===== config.mk =====
export PLATFORM = sky130hd
export DESIGN_NAME = uart_rx_queue
export DESIGN_NICKNAME = d
export VERILOG_FILES = /design/src/rtl/uart_rxq_pkg.sv /design/src/rtl/uart_rxq_store.sv /design/src/rtl/uart_rxq_ctrl.sv /design/src/rtl/uart_rxq_status.sv /design/src/rtl/uart_rx_queue.sv
export SDC_FILE = /design/constraint.sdc
export NUM_CORES = 1
export LEC_CHECK = 0
export CORE_AREA = 2 2 139 141
export CTS_BUF_LIST = sky130_fd_sc_hd__clkbuf_4 sky130_fd_sc_hd__clkbuf_8
export DETAILED_ROUTE_END_ITERATION = 8
export DIE_AREA = 0 0 141 143
export PLACE_DENSITY = 0.77
export REMOVE_ABC_BUFFERS = 1
export SYNTH_ARGS = -nofsm -noshare
export SYNTH_HDL_FRONTEND = slang
export SYNTH_SLANG_ARGS = --single-unit

===== constraint.sdc =====
create_clock -name clk -period 4.9 [get_ports clk]
set_clock_uncertainty 0.05 [all_clocks]
set_input_delay 0.735 -clock clk [delete_from_list [all_inputs] [get_ports clk]]
set_output_delay 0.735 -clock clk [all_outputs]
set_load 0.05 [all_outputs]

===== src/rtl/uart_rxq_pkg.sv =====
package uart_rxq_pkg;

    localparam int CHAR_W  = 8;
    localparam int ERR_W   = 4;
    localparam int ENTRY_W = CHAR_W + ERR_W;

    // Stored entry: overrun at bit 11 down to framing at bit 8, character below.
    typedef struct packed {
        logic              ovr;
        logic              brk;
        logic              par;
        logic              frm;
        logic [CHAR_W-1:0] ch;
    } rxq_entry_t;

    localparam logic [ENTRY_W-1:0] BREAK_ENTRY = 12'h400;

    typedef enum logic [1:0] {
        OCC_EMPTY = 2'd0,
        OCC_PART  = 2'd1,
        OCC_FULL  = 2'd2
    } occ_state_t;

endpackage


===== src/rtl/uart_rxq_store.sv =====
module uart_rxq_store #(
    parameter int DEPTH = 16,
    parameter int W     = 12
) (
    input  logic                     clk,
    input  logic                     rst_n,
    input  logic                     clr,
    input  logic                     wr_en,
    input  logic [$clog2(DEPTH)-1:0] wr_addr,
    input  logic [W-1:0]             wr_data,
    input  logic [$clog2(DEPTH)-1:0] rd_addr,
    output logic [W-1:0]             rd_data
);
    localparam int PW = $clog2(DEPTH);

    logic [DEPTH-1:0][W-1:0] slot_bus;

    for (genvar i = 0; i < DEPTH; i++) begin : g_slot
        logic [W-1:0] q;
        always_ff @(posedge clk or negedge rst_n) begin
            if (!rst_n) begin
                q <= '0;
            end else if (clr) begin
                q <= '0;
            end else if (wr_en && (wr_addr == PW'(i))) begin
                q <= wr_data;
            end
        end
        assign slot_bus[i] = q;
    end

    assign rd_data = slot_bus[rd_addr];

endmodule


===== src/rtl/uart_rxq_ctrl.sv =====
module uart_rxq_ctrl
    import uart_rxq_pkg::*;
#(
    parameter int DEPTH = 16,
    parameter int TRIG  = 1
) (
    input  logic                     clk,
    input  logic                     rst_n,
    input  logic                     soft_rst,
    input  logic                     fifo_en,
    input  logic                     push_req,
    input  logic                     pop_req,
    output logic                     wr_en,
    output logic [$clog2(DEPTH)-1:0] wr_slot,
    output logic [$clog2(DEPTH)-1:0] rd_pos,
    output logic                     pop_take,
    output logic                     empty,
    output logic                     full,
    output logic                     irq
);
    localparam int PW = $clog2(DEPTH);
    localparam int CW = PW + 1;

    occ_state_t    state_q, state_n;
    logic          mode_q;
    logic [PW-1:0] pos_q, pos_a, mask;
    logic [CW-1:0] cnt_q, cnt_a, cnt_n, cap;
    logic          irq_q, irq_n;
    logic          mode_chg, pop_move, push_take;

    // Datapath for the effective depth, pop-then-push ordering and interrupt level
    always_comb begin
        mode_chg  = (fifo_en != mode_q);
        cap       = mode_q ? CW'(DEPTH) : CW'(1);
        mask      = mode_q ? PW'(DEPTH - 1) : '0;
        pop_take  = pop_req & ~mode_chg & ~soft_rst;
        pop_move  = pop_take & (cnt_q != '0);
        cnt_a     = pop_move ? cnt_q - CW'(1) : cnt_q;
        pos_a     = pop_move ? ((pos_q + PW'(1)) & mask) : pos_q;
        push_take = push_req & ~mode_chg & ~soft_rst & (cnt_a < cap);
        wr_slot   = (pos_a + cnt_a[PW-1:0]) & mask;
        cnt_n     = cnt_a + CW'(push_take);
        irq_n     = irq_q;
        if (pop_take && ((cnt_a + CW'(1)) == CW'(TRIG))) begin
            irq_n = 1'b0;
        end
        if (push_take && (cnt_n == CW'(TRIG))) begin
            irq_n = 1'b1;
        end
    end

    assign wr_en  = push_take;
    assign rd_pos = pos_q;
    assign irq    = irq_q;

    // Occupancy next state
    always_comb begin
        state_n = state_q;
        unique case (state_q)
            OCC_EMPTY: begin
                if (push_take) begin
                    state_n = (cnt_n == cap) ? OCC_FULL : OCC_PART;
                end
            end
            OCC_PART: begin
                if (cnt_n == '0) begin
                    state_n = OCC_EMPTY;
                end else if (cnt_n == cap) begin
                    state_n = OCC_FULL;
                end
            end
            OCC_FULL: begin
                if (cnt_n != cap) begin
                    state_n = (cnt_n == '0) ? OCC_EMPTY : OCC_PART;
                end
            end
            default: state_n = OCC_EMPTY;
        endcase
        if (mode_chg || soft_rst) begin
            state_n = OCC_EMPTY;
        end
    end

    // State register
    always_ff @(posedge clk or negedge rst_n) begin
        if (!rst_n) begin
            state_q <= OCC_EMPTY;
        end else begin
            state_q <= state_n;
        end
    end

    // Pointer, count, mode and interrupt registers
    always_ff @(posedge clk or negedge rst_n) begin
        if (!rst_n) begin
            mode_q <= 1'b0;
            pos_q  <= '0;
            cnt_q  <= '0;
            irq_q  <= 1'b0;
        end else if (soft_rst) begin
            mode_q <= 1'b0;
            pos_q  <= '0;
            cnt_q  <= '0;
            irq_q  <= 1'b0;
        end else if (mode_chg) begin
            mode_q <= fifo_en;
            pos_q  <= '0;
            cnt_q  <= '0;
        end else begin
            pos_q  <= pos_a;
            cnt_q  <= cnt_n;
            irq_q  <= irq_n;
        end
    end

    // Flag outputs from the occupancy state
    always_comb begin
        empty = 1'b0;
        full  = 1'b0;
        unique case (state_q)
            OCC_EMPTY: empty = 1'b1;
            OCC_PART:  ;
            OCC_FULL:  full = 1'b1;
            default:   empty = 1'b1;
        endcase
    end

endmodule


===== src/rtl/uart_rxq_status.sv =====
module uart_rxq_status
    import uart_rxq_pkg::*;
(
    input  logic             clk,
    input  logic             rst_n,
    input  logic             soft_rst,
    input  logic             pop_take,
    input  logic             clr,
    input  logic [ERR_W-1:0] err_in,
    output logic [ERR_W-1:0] status
);
    always_ff @(posedge clk or negedge rst_n) begin
        if (!rst_n) begin
            status <= '0;
        end else if (soft_rst) begin
            status <= '0;
        end else if (pop_take) begin
            status <= err_in;
        end else if (clr) begin
            status <= '0;
        end
    end
endmodule


===== src/rtl/uart_rx_queue.sv =====
module uart_rx_queue
    import uart_rxq_pkg::*;
#(
    parameter int DEPTH      = 16,
    parameter int TRIG_LEVEL = 1
) (
    input  logic        clk,
    input  logic        rst_n,
    input  logic        soft_rst,
    input  logic        fifo_en,
    input  logic        push_valid,
    input  logic [7:0]  push_char,
    input  logic [3:0]  push_err,
    input  logic        line_break,
    input  logic        pop,
    input  logic        status_clr,
    output logic [11:0] rd_entry,
    output logic        empty,
    output logic        full,
    output logic [3:0]  rx_status,
    output logic        rx_irq
);
    localparam int PW = $clog2(DEPTH);

    rxq_entry_t    in_entry, out_entry;
    logic          wr_en, pop_take;
    logic [PW-1:0] wr_slot, rd_pos;

    assign in_entry  = line_break ? rxq_entry_t'(BREAK_ENTRY)
                                  : rxq_entry_t'({push_err, push_char});
    assign rd_entry  = out_entry;

    uart_rxq_ctrl #(.DEPTH(DEPTH), .TRIG(TRIG_LEVEL)) u_ctrl (
        .clk      (clk),
        .rst_n    (rst_n),
        .soft_rst (soft_rst),
        .fifo_en  (fifo_en),
        .push_req (push_valid | line_break),
        .pop_req  (pop),
        .wr_en    (wr_en),
        .wr_slot  (wr_slot),
        .rd_pos   (rd_pos),
        .pop_take (pop_take),
        .empty    (empty),
        .full     (full),
        .irq      (rx_irq)
    );

    uart_rxq_store #(.DEPTH(DEPTH), .W(ENTRY_W)) u_store (
        .clk     (clk),
        .rst_n   (rst_n),
        .clr     (soft_rst),
        .wr_en   (wr_en),
        .wr_addr (wr_slot),
        .wr_data (in_entry),
        .rd_addr (rd_pos),
        .rd_data (out_entry)
    );

    uart_rxq_status u_status (
        .clk      (clk),
        .rst_n    (rst_n),
        .soft_rst (soft_rst),
        .pop_take (pop_take),
        .clr      (status_clr),
        .err_in   ({out_entry.ovr, out_entry.brk, out_entry.par, out_entry.frm}),
        .status   (rx_status)
    );

endmodule


After elaboration in Yosys (flattened, before gate mapping)

Cells that the tools add are included.
W data, S select, Z words.

$add $sub $neg: 5
Magnitude comparators: 2
Reductions and logical operators: 45
Bitwise operators: 11
Mux-type cells: 62
Eq/ne operators: 26

Operator list:

| kind                  | count |
|---|---|
| $mux W12              | 34 |
| $bmux W12 S4          | 1 |
| $reduce_bool A2 Y1    | 17 |
| $eq A4 B4 Y1 const B  | 8 |
| $mux W4               | 7 |
| $mux W5               | 4 |
| $logic_and A1 B1 Y1   | 18 |
| $eq A4 B3 Y1 const B  | 4 |
| $mux W2               | 6 |
| $eq A5 B1 Y1 const B  | 2 |
| $mux W1               | 9 |
| $and A4 B4 Y4         | 2 |
| $eq A4 B2 Y1 const B  | 2 |
| $and A1 B1 Y1         | 6 |
| $ne A3 B1 Y1 const B  | 2 |
| $pmux W2 S3           | 1 |
| $reduce_bool A3 Y1    | 2 |
| $add A5 B1 Y5         | 1 |
| $add A5 B1 Y5 const B | 1 |
| $eq A5 B5 Y1          | 1 |
| $logic_not A5 Y1      | 1 |
| $lt A4 B5 Y1 const B  | 1 |
| $lt A5 B5 Y1          | 1 |
| $ne A5 B5 Y1          | 1 |
| 18 further kinds      | 19 |

Input port bits: 20
Logic and storage cells: 173
Flip-flop bits (word level): 209
Output and inout bits: 19

Longest topological paths before layout

Depth after elaboration: 14
Gate-level depth with buffers: 17
Depth with buffers taken out: 15

Hierarchy

A second synthesis with hierarchy kept.

Cell total of the unflattened synthesis: 1191
Area, all modules: 11385.9 um^2

Modules (own cells, without submodules):

| module          | sequential area each (um^2) | area an instance (um^2) | times used | cells an instance |
|---|---|---|---|---|
| uart_rxq_store  | 4804.6                      | 9824.4                  | 1          | 1011 |
| uart_rxq_ctrl   | 325.3                       | 1307.5                  | 1          | 154 |
| uart_rxq_status | 100.1                       | 160.2                   | 1          | 12 |
| uart_rx_queue   | 0.0                         | 93.8                    | 1          | 14 |

Worst setup path before layout

No wires, ideal clock.

Kind: flip-flop to flip-flop
Start point: reg u_ctrl.pos_q[0] (netlist: u_ctrl.rd_pos[0])
End point: reg u_store.g_slot[4].q[10]
Arrival time: 4038 ps
Library setup time: 80 ps
Setup slack: 733 ps
Data required time: 4770 ps
Stages on the path, launching flop included: 16
Period minus slack after synthesis: 4167 ps
Buffers on the path: 5
Cells stage by stage: dfrtp_1 -> clkbuf_1 -> buf_1 -> buf_1 -> o21ai_0 -> ha_1 -> fa_1 -> xor2_1 -> xnor2_1 -> xnor2_1 -> and2_1 -> buf_2 -> nand2_1 -> nor3_1 -> buf_4 -> mux2i_1

Word-level cells in the longest chain between the ends: 8

RTL lines:

| what                           | RTL line             | source |
|---|---|---|
| from (decl)                    | uart_rxq_ctrl.sv:26  | `logic [PW-1:0] pos_q, pos_a, mask;` |
| from (signal assigned)         | uart_rxq_ctrl.sv:110 | `pos_q <= pos_a;` |
| $add A4 B1 Y4                  | uart_rxq_ctrl.sv:39  | `pos_a = pop_move ? ((pos_q + PW'(1)) & mask) : pos_q;` |
| $and A4 B4 Y4                  | uart_rxq_ctrl.sv:39  |  |
| $mux W4 *                      | uart_rxq_ctrl.sv:39  |  |
| $add A4 B4 Y4 *                | uart_rxq_ctrl.sv:41  | `wr_slot = (pos_a + cnt_a[PW-1:0]) & mask;` |
| $and A4 B4 Y4 *                | uart_rxq_ctrl.sv:41  |  |
| $eq A4 B3 Y1 *                 | uart_rxq_store.sv:25 | `end else if (wr_en && (wr_addr == PW'(i))) begin` |
| $logic_and A1 B1 Y1 *          | uart_rxq_store.sv:25 |  |
| $reduce_bool A2 Y1 (no line) * | --                   |  |
| to (signal assigned)           | uart_rxq_store.sv:26 | `q <= wr_data;` |
| to (decl)                      | uart_rxq_store.sv:19 | `logic [W-1:0] q;` |

Mark *: on every way between the ends. The rest lies on a longest branch, timed or not.
A chain may end at the register's enable or synchronous reset.

Worst setup path in the final report

Start point: reg u_ctrl.pos_q[0] (netlist: u_ctrl.rd_pos[0])
End point: out rd_entry[0]

Word-level cells in the longest chain between the ends: 2

RTL lines:

| what                           | RTL line             | source |
|---|---|---|
| $bmux W12 S4                   | uart_rxq_store.sv:32 | `assign rd_data = slot_bus[rd_addr];` |
| $mux W12 (implied by the code) | uart_rxq_store.sv:32 |  |
| to (decl)                      | uart_rx_queue.sv:17  | `output logic [11:0] rd_entry,` |

No other way between the ends. The select of a mux whose other input is x is not followed.

==> results.yml <==
yosys:
  yosysTopAreaCellShare: 0.477
  ys_top_cells_by_area: "dfrtp_1, mux4_2, mux2i_1, nand2b_1, a32o_1"
  synth_ff_type: "dfrtp_1"
  synth.yosys.seq_area_share: 0.477
  post-synth-top-count-cell: "dfrtp_1"
  syn_area_um2: 11000
  syn_inst: 885
  synthDistinctLibCells: 58
  synth_edf_count: 0
  async_flop_share: 1.00
  synth_top_cell_by_area: "dfrtp_1"
  synthTopCellsByCount: "dfrtp_1, nand2b_1, mux2i_1"
  ys_warn_count: 0
  avgSynthCellArea_um2: 12.4
  ys_seq_elements: 209
pwr:
  finalPower_mw: 3.67
  leakage_nw: 5.71
  vdd_drop_max_uv: 240
  power_density_nw_per_um2: 295
clock_network:
  post_cts_buffers: 0
  cts_sinks: 209
  htree_levels: 2
  tritoncts: "done"
  clock_latency_ns: 0.55
  clk_pin_slew_ns: 0.06
  ctsRootBufferMaster: "clkbuf_8"
  numCtsBuffers: 37
  cts-hold-fix-buffers: 0
  clockBufferDepth: 3
  post_cts_resized: 0
floorplan:
  die_w_um: 141
  ios: 39
  core_area_um2: 18600
  std_cell_rows: 50
  start_util: 0.590
  dieArea_um2: 20200
  die_h_um: 143
critical_path:
  r2r_start: "u_ctrl.cnt_q[0]"
  crit_fanout: 37
  cp_data_required_time_ns: 4.12
  cp-start-kind: "flip-flop"
  reg2regPathDepth: 15
  arrival_ns: 3.71
  worstSetupEndpointType: "output port"
  path_class: "reg -> out"
  r2r-end: "u_store.g_slot[4].q[9]"
  r2r_setup_slack_ns: 0.61
detailed_routing:
  drcViolationCount: 0
  post_drt_wl_per_cell_um: 23.6
  drtIter0Drc: 866
  vias: 7709
  routed_wirelength_um: 27900
  firstDrtPassIters: 7
  routed_via_density: 6.51
  drtAntennaViolNets: 0
finish:
  num_antenna_cells: 0
  stdcell_count: 1184
  drive_above_1_share: 0.201
  fillers: 1333
  fin_nets: 956
  syn_to_final_growth_pct: 13.6
sta:
  fmax_ghz: 0.223
  setup_viol: 0
  setup_slack_ns: 0.409
  tightest_slew_ns: 1.08
  hold_viol: 0
  drv_slew: 0
  rsz0062_at_grt: "no"
  period_minus_slack_ns: 4.49
  timing.slew.headroom: 0.282
  period_share: 0.917
place:
  place_inst: 1119
  dpl_worst_slack_ns: 0.144
  dp_hpwl_um: 17400
  io_buffer_count: 38
  routabilityCongestion: 0.895
global_routing:
  grtUsageTotal: 0.289
  antenna_found_initial: 0
  grt_first_pass_wirelength_um: 44800
  grt_overflow_total: 0
  first_global_vias: 8217
  grt_max_degree: 127
run:
  max_cap_viol_count: 0
outcome:
  status: "completed"
worst_hold_path:
  hold_path.class: "in -> async"
-- layout by cell type (no fill, tap or decap), types with 3 or more instances in the layout --
master,n
a22o_1,12
nor2_2,3
dfrtp_1,207
clkbuf_4,13
a31oi_1,4
or2_2,3
buf_12,3
nand3b_1,26
nor2b_1,4
nand2b_1,123
clkdlybuf4s50_1,36
nand3_1,11
xnor2_1,4
buf_4,38
nor2_1,17
mux2i_1,122
a211oi_1,3
o31a_1,4
a32o_1,36
a21oi_1,10
clkbuf_8,49
nor3_1,7
or3_1,3
nand4_1,4
nor4_1,3
and2_1,17
nand2_1,28
o21ai_0,37
mux4_2,60
inv_1,9
and3_1,3
ha_1,11
-- routing by layer --
| metal | share of wire | track usage | up-vias | wire, um |
|---|---|---|---|---|
| li1 | - | - | 3318 | - |
| met1 | 0.42 | 0.391 | 4008 | 11600 |
| met2 | 0.48 | 0.469 | 315 | 13300 |
| met3 | 0.073 | 0.0560 | 68 | 2040 |
| met4 | 0.034 | 0.112 | 0 | 961 |
| met5 | 0 | 0 | - | 0 |
-- worst max-delay path, cell delays in order (launching register included) --
cell and delay, ns:
dfrtp_4 0.91, buf_4 0.45, mux4_2 0.58, mux4_2 0.49
clkdlybuf4s50_1 0.72
-- where the power goes --
part / total [mW] / internal (mW) / leakage (nW) / switching [mW]
sequential: 1.74 / 1.73 / 2.91 / 0.00429
combinational: 0.237 / 0.0824 / 2.37 / 0.154
clock: 1.70 / 0.978 / 0.420 / 0.722
-- logic make-up (layout without fill, tap and decap cells) --
kind of cell / count (synthesis) / after routing / synth area share
and+or+nand+nor: 265 / 265 / 0.145
DFF: 209 / 209 / 0.477
muxes: 183 / 183 / 0.236
AOI/OAI and AO/OA: 120 / 120 / 0.0843
buffers and inverters: 87 / 152 / 0.0345
adders and majority gates: 13 / 13 / 0.0154
xor gates and xnor gates: 8 / 8 / 0.00777
-- through the flow --
step | instance area (um2) | utilization | hold WS (ns) | setup TNS (ns)
floorplan | 10600 | - | 0.389 | -39.77
global placement | 11700 | 0.627 | 0.419 | 0
detailed placement | 11700 | 0.627 | 0.426 | 0
CTS | 12500 | 0.670 | 0.325 | 0
global route | 12500 | 0.670 | 0.384 | 0
finish | 12500 | 0.670 | 0.287 | 0
-- worst max path at each step --
stage	start	end	slack, ns	cells past startpoint
3_5_place_dp	fifo_en	u_ctrl.state_q[0]	0.14	15
2_1_floorplan	u_ctrl.rd_pos[0]	u_store.g_slot[4].q[0]	-0.75	11
4_1_cts	u_ctrl.rd_pos[0]	rd_entry[0]	0.33	4
3_3_place_gp	fifo_en	u_ctrl.state_q[0]	0.20	15
6_report	u_ctrl.rd_pos[0]	rd_entry[0]	0.41	4
5_1_grt	u_ctrl.rd_pos[0]	rd_entry[0]	0.21	4
-- area by class of cell --
type                    count  area (um2)  area share
flip-flops and latches    209        5240       0.420
clock inverters             4        33.8     0.00271
repair buffers             78         719      0.0578
multi-input cells         589        5380       0.432
clock buffers              61         758      0.0609
inverters                   9        33.8     0.00271
well taps                 234         293      0.0235
-- sequential cells by signal (all words and copies together) (netlist names) --
| name | cells |
|---|---|
| u_ctrl.mode_q | 1 |
| u_ctrl.state_q | 2 |
| u_ctrl.cnt_q | 5 |
| u_store.g_slot.q | 192 |
| u_status.status | 4 |
| u_ctrl.rd_pos | 4 |
| u_ctrl.irq | 1 |
No activity file was read; power rests on OpenSTA's default activity.
